===== config.mk =====
export PLATFORM = sky130hd
export DESIGN_NAME = barrier_sync_unit
export DESIGN_NICKNAME = d
export VERILOG_FILES = /design/src/rtl/bsu_pkg.sv /design/src/rtl/bsu_rst_sync.sv /design/src/rtl/bsu_core_index.sv /design/src/rtl/bsu_popcount.sv /design/src/rtl/bsu_mask_bank.sv /design/src/rtl/barrier_sync_unit.sv
export SDC_FILE = /design/constraint.sdc
export NUM_CORES = 1
export LEC_CHECK = 0
export BUFFER_PORTS_ARGS = -buffer_cell sky130_fd_sc_hd__buf_4
export CAP_MARGIN = 15
export CORE_UTILIZATION = 30
export CTS_CLUSTER_DIAMETER = 200
export DETAILED_ROUTE_END_ITERATION = 8
export GPL_TIMING_DRIVEN = 0
export SLEW_MARGIN = 30
export SYNTH_ARGS = -nofsm -noshare
export SYNTH_HDL_FRONTEND = slang
export SYNTH_SLANG_ARGS = --single-unit

===== constraint.sdc =====
create_clock -name clk -period 4.03 [get_ports clk]
set_input_delay 0.6045 -clock clk [delete_from_list [all_inputs] [get_ports clk]]
set_output_delay 0.6045 -clock clk [all_outputs]
set_load 0.01 [all_outputs]

===== src/rtl/bsu_pkg.sv =====
package bsu_pkg;
  function automatic int cnt_width(input int n);
    return $clog2(n + 1);
  endfunction
endpackage


===== src/rtl/bsu_rst_sync.sv =====
module bsu_rst_sync (
  input  logic clk,
  input  logic rst_n,
  output logic rst_sync_n
);
  logic [1:0] stage_q;

  always_ff @(posedge clk or negedge rst_n) begin
    if (!rst_n) stage_q <= 2'b00;
    else        stage_q <= {stage_q[0], 1'b1};
  end

  assign rst_sync_n = stage_q[1];
endmodule


===== src/rtl/bsu_core_index.sv =====
module bsu_core_index #(
  parameter int CORE_ID_W = 8,
  parameter int NUM_CORES = 8,
  parameter int IDX_W     = $clog2(NUM_CORES)
) (
  input  logic [CORE_ID_W-1:0] core_id,
  output logic [IDX_W-1:0]     idx,
  output logic [NUM_CORES-1:0] onehot
);
  localparam logic [CORE_ID_W-1:0] NC_V = CORE_ID_W'(NUM_CORES);

  logic [CORE_ID_W-1:0] rem;

  always_comb begin
    rem = core_id % NC_V;
    idx = IDX_W'(rem);
  end

  for (genvar i = 0; i < NUM_CORES; i++) begin : g_dec
    assign onehot[i] = (idx == IDX_W'(i));
  end
endmodule


===== src/rtl/bsu_popcount.sv =====
module bsu_popcount #(
  parameter int W     = 8,
  parameter int OUT_W = $clog2(W + 1)
) (
  input  logic [W-1:0]     vec,
  output logic [OUT_W-1:0] ones
);
  always_comb begin
    ones = '0;
    for (int i = 0; i < W; i++) ones = ones + OUT_W'(vec[i]);
  end
endmodule


===== src/rtl/bsu_mask_bank.sv =====
module bsu_mask_bank #(
  parameter int NUM_BARRIERS = 4,
  parameter int NUM_CORES    = 8,
  parameter int BAR_W        = $clog2(NUM_BARRIERS)
) (
  input  logic                                clk,
  input  logic                                rst_n,
  input  logic                                wr_en,
  input  logic [BAR_W-1:0]                    wr_bar,
  input  logic [NUM_CORES-1:0]                wr_data,
  output logic [NUM_BARRIERS-1:0][NUM_CORES-1:0] masks
);
  for (genvar b = 0; b < NUM_BARRIERS; b++) begin : g_bar
    logic                 en;
    logic [NUM_CORES-1:0] mask_q;

    assign en = wr_en && (wr_bar == BAR_W'(b));

    always_ff @(posedge clk or negedge rst_n) begin
      if (!rst_n)  mask_q <= '0;
      else if (en) mask_q <= wr_data;
    end

    assign masks[b] = mask_q;
  end
endmodule


===== src/rtl/barrier_sync_unit.sv =====
module barrier_sync_unit #(
  parameter int NUM_SOCKETS      = 2,
  parameter int CORES_PER_SOCKET = 4,
  parameter int NUM_BARRIERS     = 4,
  parameter int CORE_ID_W        = 8,
  localparam int NUM_CORES       = NUM_SOCKETS * CORES_PER_SOCKET,
  localparam int BAR_W           = $clog2(NUM_BARRIERS),
  localparam int CNT_W           = bsu_pkg::cnt_width(NUM_CORES),
  localparam int IDX_W           = $clog2(NUM_CORES)
) (
  input  logic                 clk,
  input  logic                 rst_n,
  input  logic                 arr_valid,
  output logic                 arr_ready,
  input  logic [BAR_W-1:0]     arr_bar_id,
  input  logic [CNT_W-1:0]     arr_count,
  input  logic [CORE_ID_W-1:0] arr_core_id,
  output logic [NUM_CORES-1:0] resume_o,
  output logic                 arr_err
);
  localparam logic [CNT_W-1:0] MAX_CNT = CNT_W'(NUM_CORES);

  logic                                  rst_int_n;
  logic [IDX_W-1:0]                      core_idx;
  logic [NUM_CORES-1:0]                  core_bit;
  logic [NUM_BARRIERS-1:0][NUM_CORES-1:0] masks;
  logic [NUM_CORES-1:0]                  merged;
  logic [CNT_W-1:0]                      ones;
  logic                                  accept, bar_ok, count_ok, release_now;
  logic                                  wr_en;
  logic [NUM_CORES-1:0]                  wr_data;
  logic [NUM_CORES-1:0]                  resume_d, resume_q;
  logic                                  err_d, err_q, ready_q;

  bsu_rst_sync u_rst (.clk(clk), .rst_n(rst_n), .rst_sync_n(rst_int_n));

  bsu_core_index #(.CORE_ID_W(CORE_ID_W), .NUM_CORES(NUM_CORES), .IDX_W(IDX_W)) u_idx (
    .core_id(arr_core_id), .idx(core_idx), .onehot(core_bit)
  );

  bsu_mask_bank #(.NUM_BARRIERS(NUM_BARRIERS), .NUM_CORES(NUM_CORES), .BAR_W(BAR_W)) u_bank (
    .clk(clk), .rst_n(rst_int_n), .wr_en(wr_en), .wr_bar(arr_bar_id),
    .wr_data(wr_data), .masks(masks)
  );

  bsu_popcount #(.W(NUM_CORES), .OUT_W(CNT_W)) u_pop (.vec(merged), .ones(ones));

  // next-state logic
  always_comb begin
    accept      = arr_valid && ready_q;
    bar_ok      = (32'(arr_bar_id) < NUM_BARRIERS);
    count_ok    = (arr_count != '0) && (arr_count <= MAX_CNT);
    merged      = (bar_ok ? masks[arr_bar_id] : '0) | core_bit;
    release_now = accept && bar_ok && count_ok && (ones == arr_count);
    wr_en       = accept && bar_ok;
    wr_data     = release_now ? '0 : merged;
    resume_d    = release_now ? merged : '0;
    err_d       = accept && !(count_ok && bar_ok);
  end

  // registers
  always_ff @(posedge clk or negedge rst_int_n) begin
    if (!rst_int_n) begin
      resume_q <= '0;
      err_q    <= 1'b0;
      ready_q  <= 1'b0;
    end else begin
      resume_q <= resume_d;
      err_q    <= err_d;
      ready_q  <= 1'b1;
    end
  end

  assign arr_ready = ready_q;
  assign resume_o  = resume_q;
  assign arr_err   = err_q;
endmodule


==> metrics.yaml, run 1 <==
detail-route-antenna-nets: 0
r2r.worst_path.cells: 18
synth_compound_gate_area_share_pct: 18.8
synth-seq-area-share_pct: 49.1
cell_accounting_for_the_most_synthesized_area: "sky130_fd_sc_hd__dfrtp_1"
finalMaxSlewViolations: 0
tritoncts.num_buffers: 5
setup_viol: 40
maximum_number_of_pins_on_one_net_before_global_route_repair: 27
regToRegStartpoint: "u_bank.g_bar[1].mask_q[1]"
starting_density_of_the_core_pct: 30.9
cts_hold_buf: 0
post_synth_and_or_nand_nor_area_fraction_pct: 16.6
clock-sinks: 44
nets: 267
failing_checks: "negative setup slack"
timing.critical_path.cells: "buf_12, buf_8, mux4_2, nor2_4, inv_2, ha_4, inv_2, fa_1, inv_1, fa_1, inv_2, fa_2, fa_1, xnor2_1, or3_4, a211oi_4, buf_6, buf_12, buf_16, o31ai_2"
fmaxAchievable_ghz: 0.216
asyncSetResetFlopFracSynth_pct: 100
synth_top_family_by_area: "compound AO/OA/AOI/OAI gates"
synth_most_common_cell: "sky130_fd_sc_hd__dfrtp_1"
die-area_um2: 7820
netlist_instances: 203
die_h_um: 88.4
synth_edf_count: 0
worst_pin_slew_ns: 0.832
final_layout_size_suffix_gt1_share_pct: 34.0
hpwl_mm: 3.67
xor_xnor_share_of_the_synthesized_area_pct: 1.90
placement_rows: 31
total_inserted_antenna_cells: 0
whs_ns: 0.0683
clock_insertion_delay_worst_skew_ns: 0.30
gp_routability_congestion: 0.761
grt-ovfl-total: 0
die-width_um: 88.4
tritoncts: "built"
critical_path.startpoint_type: "input pin"
critical_path_peak_fanout: 6
cts_buffer_depth: 2
run_status: "complete, but fails checks"
critical_path.endpoint: "u_bank.g_bar[0].mask_q[6]"
detailedPlace.worstSlack_ns: -1.15
fin_crit_ns: 4.63
yosys-top-cells-count: "44 x sky130_fd_sc_hd__dfrtp_1, 41 x sky130_fd_sc_hd__nand2_1, 29 x sky130_fd_sc_hd__o31ai_1, 11 x sky130_fd_sc_hd__inv_1, 7 x sky130_fd_sc_hd__nor2_1"
worst-r2r-setup-slack_ns: -0.56
p_total_mw: 1.73
h_tree_level_count: 2
min-delay-path-class: "input pin to asynchronous set/reset pin"
timing.max_cap.violations: 0
portBuffers: 21
synth_ff_type: "sky130_fd_sc_hd__dfrtp_1"
flow.area_growth_from_synthesis_pct: 31.3
timing.critical_path.depth: 20
vdd_drop_max_mv: 0.390
mean_syn_cell_area_um2: 11.0
first_global_vias: 1761
layout_worst_path_cycle_share_pct: 115
yosysTopAreaCellShare_pct: 49.1
synth.lib_cells_used.distinct: 39
wl_per_cell_um: 15.1
synth-warning-count: 0
synth_fa_ha_area_share_pct: 5.25
cellPowerDensity_nw_per_um2: 590
routed-via-count: 1679
synth_seq_cells: 44
worst_ep_arrival_time_ns: 4.79
worstPathBufferInverterCount: 9
power.leakage_nw: 1.30
grt_util_all_layers_pct: 15.3
grt_antenna_before_repair: 0
syn_area_um2: 2240
crit_start: "arr_bar_id[0]"
grt_setup_unrepaired: "true"
reg2reg_end: "u_bank.g_bar[0].mask_q[6]"
cpLargestDelayFamily: "adder cells"
final.fill_count: 716
cts.reportedPaths.clkPinSlew_ns: 0.09
worst-setup-path-type: "input pin to flop"
clock-root-buffer: "sky130_fd_sc_hd__clkbuf_8"
floorplan.core_area_um2: 7250
slowest_delay_ns: 0.51
setup_slack_ns: -0.602
first_pass_grt_wire_length_mm: 8.87
drt-vias-per-instance: 4.90
drt_first_iter_violations: 100
floorplan.io_pins: 27
critical_path.slowest_cell: "sky130_fd_sc_hd__mux4_2"
remaining_drc_errors: 0
fin_skew_ns: 0.0101
slew_headroom_pct: 44.5
dr.pass1.iters: 4
timing.final.hold_violations: 0
ys_top_cells_by_area: "sky130_fd_sc_hd__dfrtp_1 49%, sky130_fd_sc_hd__o31ai_1 9.7%, sky130_fd_sc_hd__nand2_1 6.9%"
cp.required_ns: 4.19
worstSetupEndpointType: "flop"
synthMuxAreaShare_pct: 3.02
drt_wl_total_mm: 5.19
==> area by class of cell <==
| class | count | area (µm²) | share of cell area [%] |
|---|---|---|---|
| clock inverter | 2 | 60.1 | 2.04 |
| timing repair buffer | 33 | 317 | 10.8 |
| inverter | 11 | 41.3 | 1.40 |
| clock buffer | 6 | 72.6 | 2.47 |
| sequential | 44 | 1100 | 37.5 |
| multi-input combinational | 138 | 1140 | 38.7 |
| buffer | 10 | 86.3 | 2.93 |
| tap | 99 | 124 | 4.21 |
==> cells by family (layout without fill, tap and decap cells) <==
family                   count (synthesis)  count (layout)
flip-flops                              44              44
adder cells (fa/ha/maj)                  7               7
multiplexers                             3               3
buffers and inverters                   22              62
other                                    1               2
AO/OA/AOI/OAI                           46              46
XOR/XNOR                                 4               4
AND/OR/NAND/NOR                         76              76
==> how the worst min path moves through the flow <==
stage	slack (ns)	to
after detailed placement	0.21	resume_o[4]
final	0.07	u_rst.stage_q[1]
after global placement	0.34	u_rst.stage_q[1]
after CTS	0.07	u_rst.stage_q[1]
after floorplan	0.31	u_rst.stage_q[0]
after global routing	0.06	u_rst.stage_q[1]
==> cell usage in the layout, fill, tap and decap left out, drive strengths merged, types with 2 or more instances in the layout <==
cell	n
mux4	3
nand3	6
nor3	3
bufinv	2
conb	2
and2	2
o31ai	32
dfrtp	44
and2b	3
clkbuf	6
nor2b	6
xnor2	3
fa	4
inv	11
nand2	41
nor2	8
buf	43
a221oi	5
a21oi	2
ha	3
a211oi	2
or3	2
==> worst reg2reg max path: cells and delay by family, from the launching register on <==
kind	cells	cell delay, ns
fa+ha+maj	5	2.04
buf+inv	7	0.61
mux	1	0.48
flops	1	0.40
simple gates	1	0.40
compound gates	3	0.38
xor+xnor	1	0.14
==> report_power, final <==
| part | switching, mW | total, mW | internal, mW |
|---|---|---|---|
| Clock | 0.146 | 0.393 | 0.248 |
| Sequential | 0.0769 | 0.628 | 0.551 |
| Combinational | 0.369 | 0.713 | 0.344 |
==> layer usage <==
metal | global-route usage, % | vias to the layer above | part of all wire [%]
li1 | - | 795 | -
met1 | 19.0 | 854 | 44
met2 | 27.1 | 24 | 52
met3 | 2.80 | 6 | 3.3
met4 | 4.69 | 0 | 1.3
met5 | 0 | - | 0
==> sequential cells by signal, indices dropped and copies added, names as in the netlist <==
| register | flops |
|---|---|
| u_bank.g_bar.mask_q | 32 |
| resume_o | 8 |
| u_rst.stage_q | 2 |
| arr_err | 1 |
| arr_ready | 1 |
==> per-stage QoR <==
step	utilization [%]	std cells	area, µm²	setup TNS, ns
6_report	40.6	343	2940	-21.87
5_1_grt	40.6	343	2940	-28.29
4_1_cts	40.1	343	2910	-23.49
3_5_place_dp	35.5	325	2580	-44.87
3_3_place_gp	35.2	324	2550	-44.05
2_1_floorplan	-	204	2270	-28.45
==> what timing repair did <==
item / 4_1_cts / 5_1_grt
gates resized for setup: 22 / 9
hold endpoints to repair: 0 / 0
setup buffers: 9 / 1
endpoints found under the setup margin: 40 / 40
gates cloned: 2 / 0
pin swaps: 8 / 1
Power figures use the tool's default switching activity.
==> run 2, diff against run 1 <==
--- a/config.mk
+++ b/config.mk
@@ -14,4 +14,5 @@
 export SLEW_MARGIN = 30
 export SYNTH_ARGS = -nofsm -noshare
 export SYNTH_HDL_FRONTEND = slang
+export SYNTH_HIERARCHICAL = 1
 export SYNTH_SLANG_ARGS = --single-unit
==> metrics.yaml, run 2 <==
hpwl_mm: 2.96
fin_skew_ns: 0.0108
cts_buffer_depth: 2
syn_area_um2: 2220
drt_wl_total_mm: 4.46
worst-setup-path-type: "input pin to flop"
layout_worst_path_cycle_share_pct: 111
critical_path.slowest_cell: "sky130_fd_sc_hd__fa_2"
commonest_non_fill_non_tap_cell_in_the_layout: "sky130_fd_sc_hd__dfrtp_1"
flow.area_growth_from_synthesis_pct: 35.2
power.leakage_nw: 1.39
slowest_delay_ns: 0.56
detail-route-antenna-nets: 0
first_global_vias: 1422
cts.reportedPaths.clkPinSlew_ns: 0.09
grt_setup_unrepaired: "true"
clock_insertion_delay_worst_skew_ns: 0.29
synth_nets: 194
clock-root-buffer: "sky130_fd_sc_hd__clkbuf_8"
wl_per_cell_um: 14.5
vdd_drop_max_mv: 0.392
slew_headroom_pct: 55.7
failing_checks: "negative setup slack"
most_flops_register: "u_bank/g_bar.mask_q"
setup_viol: 40
timing.critical_path.cells: "buf_12, mux4_2, nor2_4, inv_2, inv_2, fa_1, fa_1, fa_1, inv_1, ha_2, inv_2, fa_2, inv_2, xnor2_2, and4_4, buf_12, a21oi_4, mux2_4"
run_status: "complete, but fails checks"
cts_hold_buf: 0
min-delay-path-class: "input pin to asynchronous set/reset pin"
p_total_mw: 2.49
crit_top_cell: "sky130_fd_sc_hd__inv_2"
setup_slack_ns: -0.433
critical_path.startpoint_type: "input pin"
total_inserted_antenna_cells: 0
h_tree_level_count: 2
first_pass_grt_wire_length_mm: 7.40
clock-sinks: 44
layout.cells.most_common_list: "43 x sky130_fd_sc_hd__dfrtp_1, 29 x sky130_fd_sc_hd__buf_4, 23 x sky130_fd_sc_hd__mux2_2, 15 x sky130_fd_sc_hd__inv_1, 10 x sky130_fd_sc_hd__mux2_4"
floorplan.io_pins: 27
fmaxAchievable_ghz: 0.224
maximum_number_of_pins_on_one_net_before_global_route_repair: 23
dpl_cell_area_um2: 2570
timing.final.hold_violations: 0
routed-via-count: 1379
fin_crit_ns: 4.46
drt-vias-per-instance: 4.48
die_h_um: 88.0
grt_util_all_layers_pct: 13.2
cellPowerDensity_nw_per_um2: 829
worst-r2r-setup-slack_ns: -0.37
gp_routability_congestion: 0.715
remaining_drc_errors: 0
dr.pass1.iters: 4
detailedPlace.worstSlack_ns: -0.937
portBuffers: 21
grt-ovfl-total: 0
tritoncts.num_buffers: 5
worst_pin_slew_ns: 0.664
critical_path_peak_fanout: 8
placement_rows: 31
nets: 232
die-area_um2: 7750
worstSetupEndpointType: "flop"
tritoncts: "built"
mean_syn_cell_area_um2: 13.1
final_area_um2: 3000
finalMaxSlewViolations: 0
grt_antenna_before_repair: 0
drt_first_iter_violations: 39
final_layout_size_suffix_gt1_share_pct: 59.3
starting_density_of_the_core_pct: 30.8
die-width_um: 88.0
cp.required_ns: 4.20
netlist_instances: 170
largest_register_ff_count: 32
worst_ep_arrival_time_ns: 4.63
floorplan.core_area_um2: 7210
synth-warning-count: 6
timing.max_cap.violations: 0
## run 2: changes by cell type in the layout (fill, tap and decap cells not counted), moves of 6 or more
cell                      previous run  this run
sky130_fd_sc_hd__mux2_4              0        10
sky130_fd_sc_hd__nand2_1            41         1
sky130_fd_sc_hd__o31ai_2            12         0
sky130_fd_sc_hd__o31ai_1            19         0
sky130_fd_sc_hd__nand3_1             6         0
sky130_fd_sc_hd__a21oi_4             1         8
sky130_fd_sc_hd__inv_1               8        15
sky130_fd_sc_hd__mux2_2              0        23
## run 2: power by group
| group | switching, mW | internal [mW] | leakage, nW |
|---|---|---|---|
| logic | 0.684 | 0.744 | 0.759 |
| clock network | 0.148 | 0.248 | 0.0654 |
| registers | 0.0706 | 0.594 | 0.563 |
| total | 0.903 | 1.59 | 1.39 |
## run 2: metrics by stage
step | cells | hold slack [ns] | util [%] | TNS [ns]
final | 308 | 0.0743 | 41.6 | -14.11
after global routing | 308 | 0.0488 | 41.6 | -19.92
after CTS | 309 | 0.0649 | 40.8 | -16.08
after detailed placement | 291 | 0.249 | 35.7 | -34.58
after global placement | 290 | 0.338 | 35.3 | -35.00
after floorplan | 170 | 0.309 | - | -16.16
## run 2: worst paths after layout
path	from	end	cells past startpoint
worst min-delay path	rst_n	u_rst/stage_q[1]	1
worst max register to register	u_bank/g_bar[3].mask_q[3]	u_bank/g_bar[1].mask_q[4]	17
max in group asynchronous	u_rst/stage_q[1]	u_bank/g_bar[2].mask_q[2]	1
min in group clk	u_rst/stage_q[0]	u_rst/stage_q[1]	0
worst max-delay path	arr_bar_id[0]	u_bank/g_bar[1].mask_q[4]	18
worst min register to register	u_rst/stage_q[1]	u_bank/g_bar[1].mask_q[1]	0
## run 2: timing repair
action,CTS,global route
gates resized for setup,32,19
pin swaps,9,11
setup buffers,11,0
hold endpoints to repair,0,0
setup endpoints to repair,40,40
## run 2: area by class of cell
cell class	count	area, µm²
timing repair buffer	33	297
clock buffer	6	72.6
clock inverter	2	60.1
sequential	44	1100
tap	99	124
inverter	22	82.6
fill	703	4210
multi-input combinational	101	1240
buffer	1	20.0
## run 2: metal layers
layer	vias up	part of all wire (%)	global-route usage [%]	routed length, µm
met3	2	3.1	3.68	140
met2	20	48	20.9	2160
met4	0	0.70	3.08	31
met1	696	48	18.0	2130
met5	-	0	0	0
li1	661	-	-	-
## run 2: critical path, delay by kind of cell
| family | cells | cell delay [ns] |
|---|---|---|
| AOI/OAI and AO/OA | 1 | 0.08 |
| xor gates and xnor gates | 1 | 0.17 |
| adders and majority gates | 5 | 2.09 |
| buffers and inverters | 7 | 0.49 |
| muxes | 2 | 0.80 |
| and+or+nand+nor | 2 | 0.39 |
==> run 3, diff against run 2 <==
--- a/config.mk
+++ b/config.mk
@@ -5,6 +5,7 @@
 export SDC_FILE = /design/constraint.sdc
 export NUM_CORES = 1
 export LEC_CHECK = 0
+export ABC_AREA = 1
 export BUFFER_PORTS_ARGS = -buffer_cell sky130_fd_sc_hd__buf_4
 export CAP_MARGIN = 15
 export CORE_UTILIZATION = 30
==> metrics.yaml, run 3 <==
die-width_um: 97.6
cp.required_ns: 4.27
hpwl_mm: 4.73
detail-route-antenna-nets: 0
wl_per_cell_um: 13.3
cts_buffer_depth: 2
clock-root-buffer: "sky130_fd_sc_hd__clkbuf_8"
setup_total_negative_slack_ns: -4.05
placement_rows: 34
die_h_um: 97.6
vdd_drop_max_mv: 0.194
synth-warning-count: 6
dpl_cell_area_um2: 3060
critical_path.startpoint_type: "input pin"
timing.final.hold_violations: 0
worst-setup-path-type: "input pin to flop"
setup_slack_ns: -0.152
power.sequential.fraction_pct: 32.8
setup_viol: 40
netlist_instances: 347
detailedPlace.worstSlack_ns: -0.785
synth_nets: 371
worst_ep_arrival_time_ns: 4.42
first_global_vias: 2403
first_pass_grt_wire_length_mm: 11.7
pwr-share-clk_pct: 20.9
cellPowerDensity_nw_per_um2: 515
critical_path.slowest_cell: "sky130_fd_sc_hd__fa_2"
final.fill_count: 887
worst-r2r-setup-slack_ns: -0.02
timing.max_cap.violations: 0
mean_syn_cell_area_um2: 7.90
clock-sinks: 44
gp_routability_congestion: 0.790
drt-vias-per-instance: 4.60
cpLargestDelayFamily: "adder cells"
most_flops_register: "u_bank/g_bar.mask_q"
tritoncts: "built"
fin_skew_ns: 0.00728
flow.area_growth_from_synthesis_pct: 27.1
p_comb_share_pct: 46.2
remaining_drc_errors: 5
nets: 413
commonest_non_fill_non_tap_cell_in_the_layout: "sky130_fd_sc_hd__nand2_1"
crit_top_cell: "sky130_fd_sc_hd__inv_2"
routed-via-count: 2289
maximum_number_of_pins_on_one_net_before_global_route_repair: 23
clock_insertion_delay_worst_skew_ns: 0.30
worstPathBufferInverterCount: 9
die-area_um2: 9530
grt_antenna_before_repair: 0
finalMaxSlewViolations: 0
tritoncts.num_buffers: 5
whs_ns: 0.0649
total_inserted_antenna_cells: 0
critical_path_peak_fanout: 8
dr.pass1.iters: 8
floorplan.io_pins: 27
drt_wl_total_mm: 6.63
failing_checks: "design-rule violations, negative setup slack"
floorplan.core_area_um2: 8810
cts_hold_buf: 0
final_area_um2: 3480
min-delay-path-class: "input pin to asynchronous set/reset pin"
netSwitchingPower_mw: 0.691
portBuffers: 21
slowest_delay_ns: 0.53
slew_headroom_pct: 64.7
cellInternalPower_mw: 1.10
grt-ovfl-total: 0
fmaxAchievable_ghz: 0.239
worstSetupEndpointType: "flop"
layout_worst_path_cycle_share_pct: 104
worst_pin_slew_ns: 0.530
final_layout_size_suffix_gt1_share_pct: 33.3
power.switching_fraction_pct: 38.5
syn_area_um2: 2740
power.leakage_nw: 1.83
largest_register_ff_count: 32
run_status: "complete, but fails checks"
layout.cells.most_common_list: "116 x sky130_fd_sc_hd__nand2_1, 45 x sky130_fd_sc_hd__inv_1, 43 x sky130_fd_sc_hd__dfrtp_1, 35 x sky130_fd_sc_hd__buf_4, 24 x sky130_fd_sc_hd__nand4_1"
drt_first_iter_violations: 116
starting_density_of_the_core_pct: 31.1
fin_crit_ns: 4.18
cts.reportedPaths.clkPinSlew_ns: 0.09
grt_setup_unrepaired: "true"
grt_util_all_layers_pct: 15.5
h_tree_level_count: 2
## run 3: routing by layer
metal	global-route usage, %	routed length, µm	part of all wire (%)
met4	5.59	116	1.7
met5	0	0	0
met2	25.4	3210	48
met1	20.5	3090	47
met3	2.59	213	3.2
## run 3: power by group through the flow
stage               clock network [mW]  logic [mW]  registers [mW]
floorplan                            0       0.476           0.585
global placement                     0       0.602           0.598
detailed placement                   0       0.623           0.597
CTS                              0.388       0.754           0.590
global route                     0.404       0.937           0.600
finish                           0.376       0.830           0.590
## run 3: through the flow
stage	power [mW]	std cells	util [%]
floorplan	1.06	347	-
global placement	1.20	476	34.5
detailed placement	1.22	477	34.8
CTS	1.73	495	38.9
global route	1.94	498	39.6
finish	1.80	498	39.6
## run 3: final cells by class
cell class	count	area, µm²	share of cell area [%]
multi-input combinational	232	1420	40.7
buffer	11	131	3.77
clock buffer	7	96.3	2.76
inverter	58	248	7.11
tap	108	135	3.88
clock inverter	1	30.0	0.862
timing repair buffer	37	323	9.26
sequential	44	1100	31.6
## run 3: final timing paths
check | from | to | cells after the start
max in group asynchronous | u_rst/stage_q[1] | resume_o[3] | 1
min | rst_n | u_rst/stage_q[1] | 1
max reg2reg | u_bank/g_bar[3].mask_q[0] | u_bank/g_bar[1].mask_q[0] | 25
min in group clk | u_rst/stage_q[0] | u_rst/stage_q[1] | 0
max | arr_bar_id[0] | u_bank/g_bar[1].mask_q[0] | 25
min reg2reg | u_rst/stage_q[1] | arr_ready | 0
## run 3: timing repair
| item | in CTS | in global routing |
|---|---|---|
| pin swaps | 70 | 36 |
| buffers inserted | 12 | 5 |
| gates resized for setup | 42 | 13 |
| setup endpoints to repair | 40 | 40 |
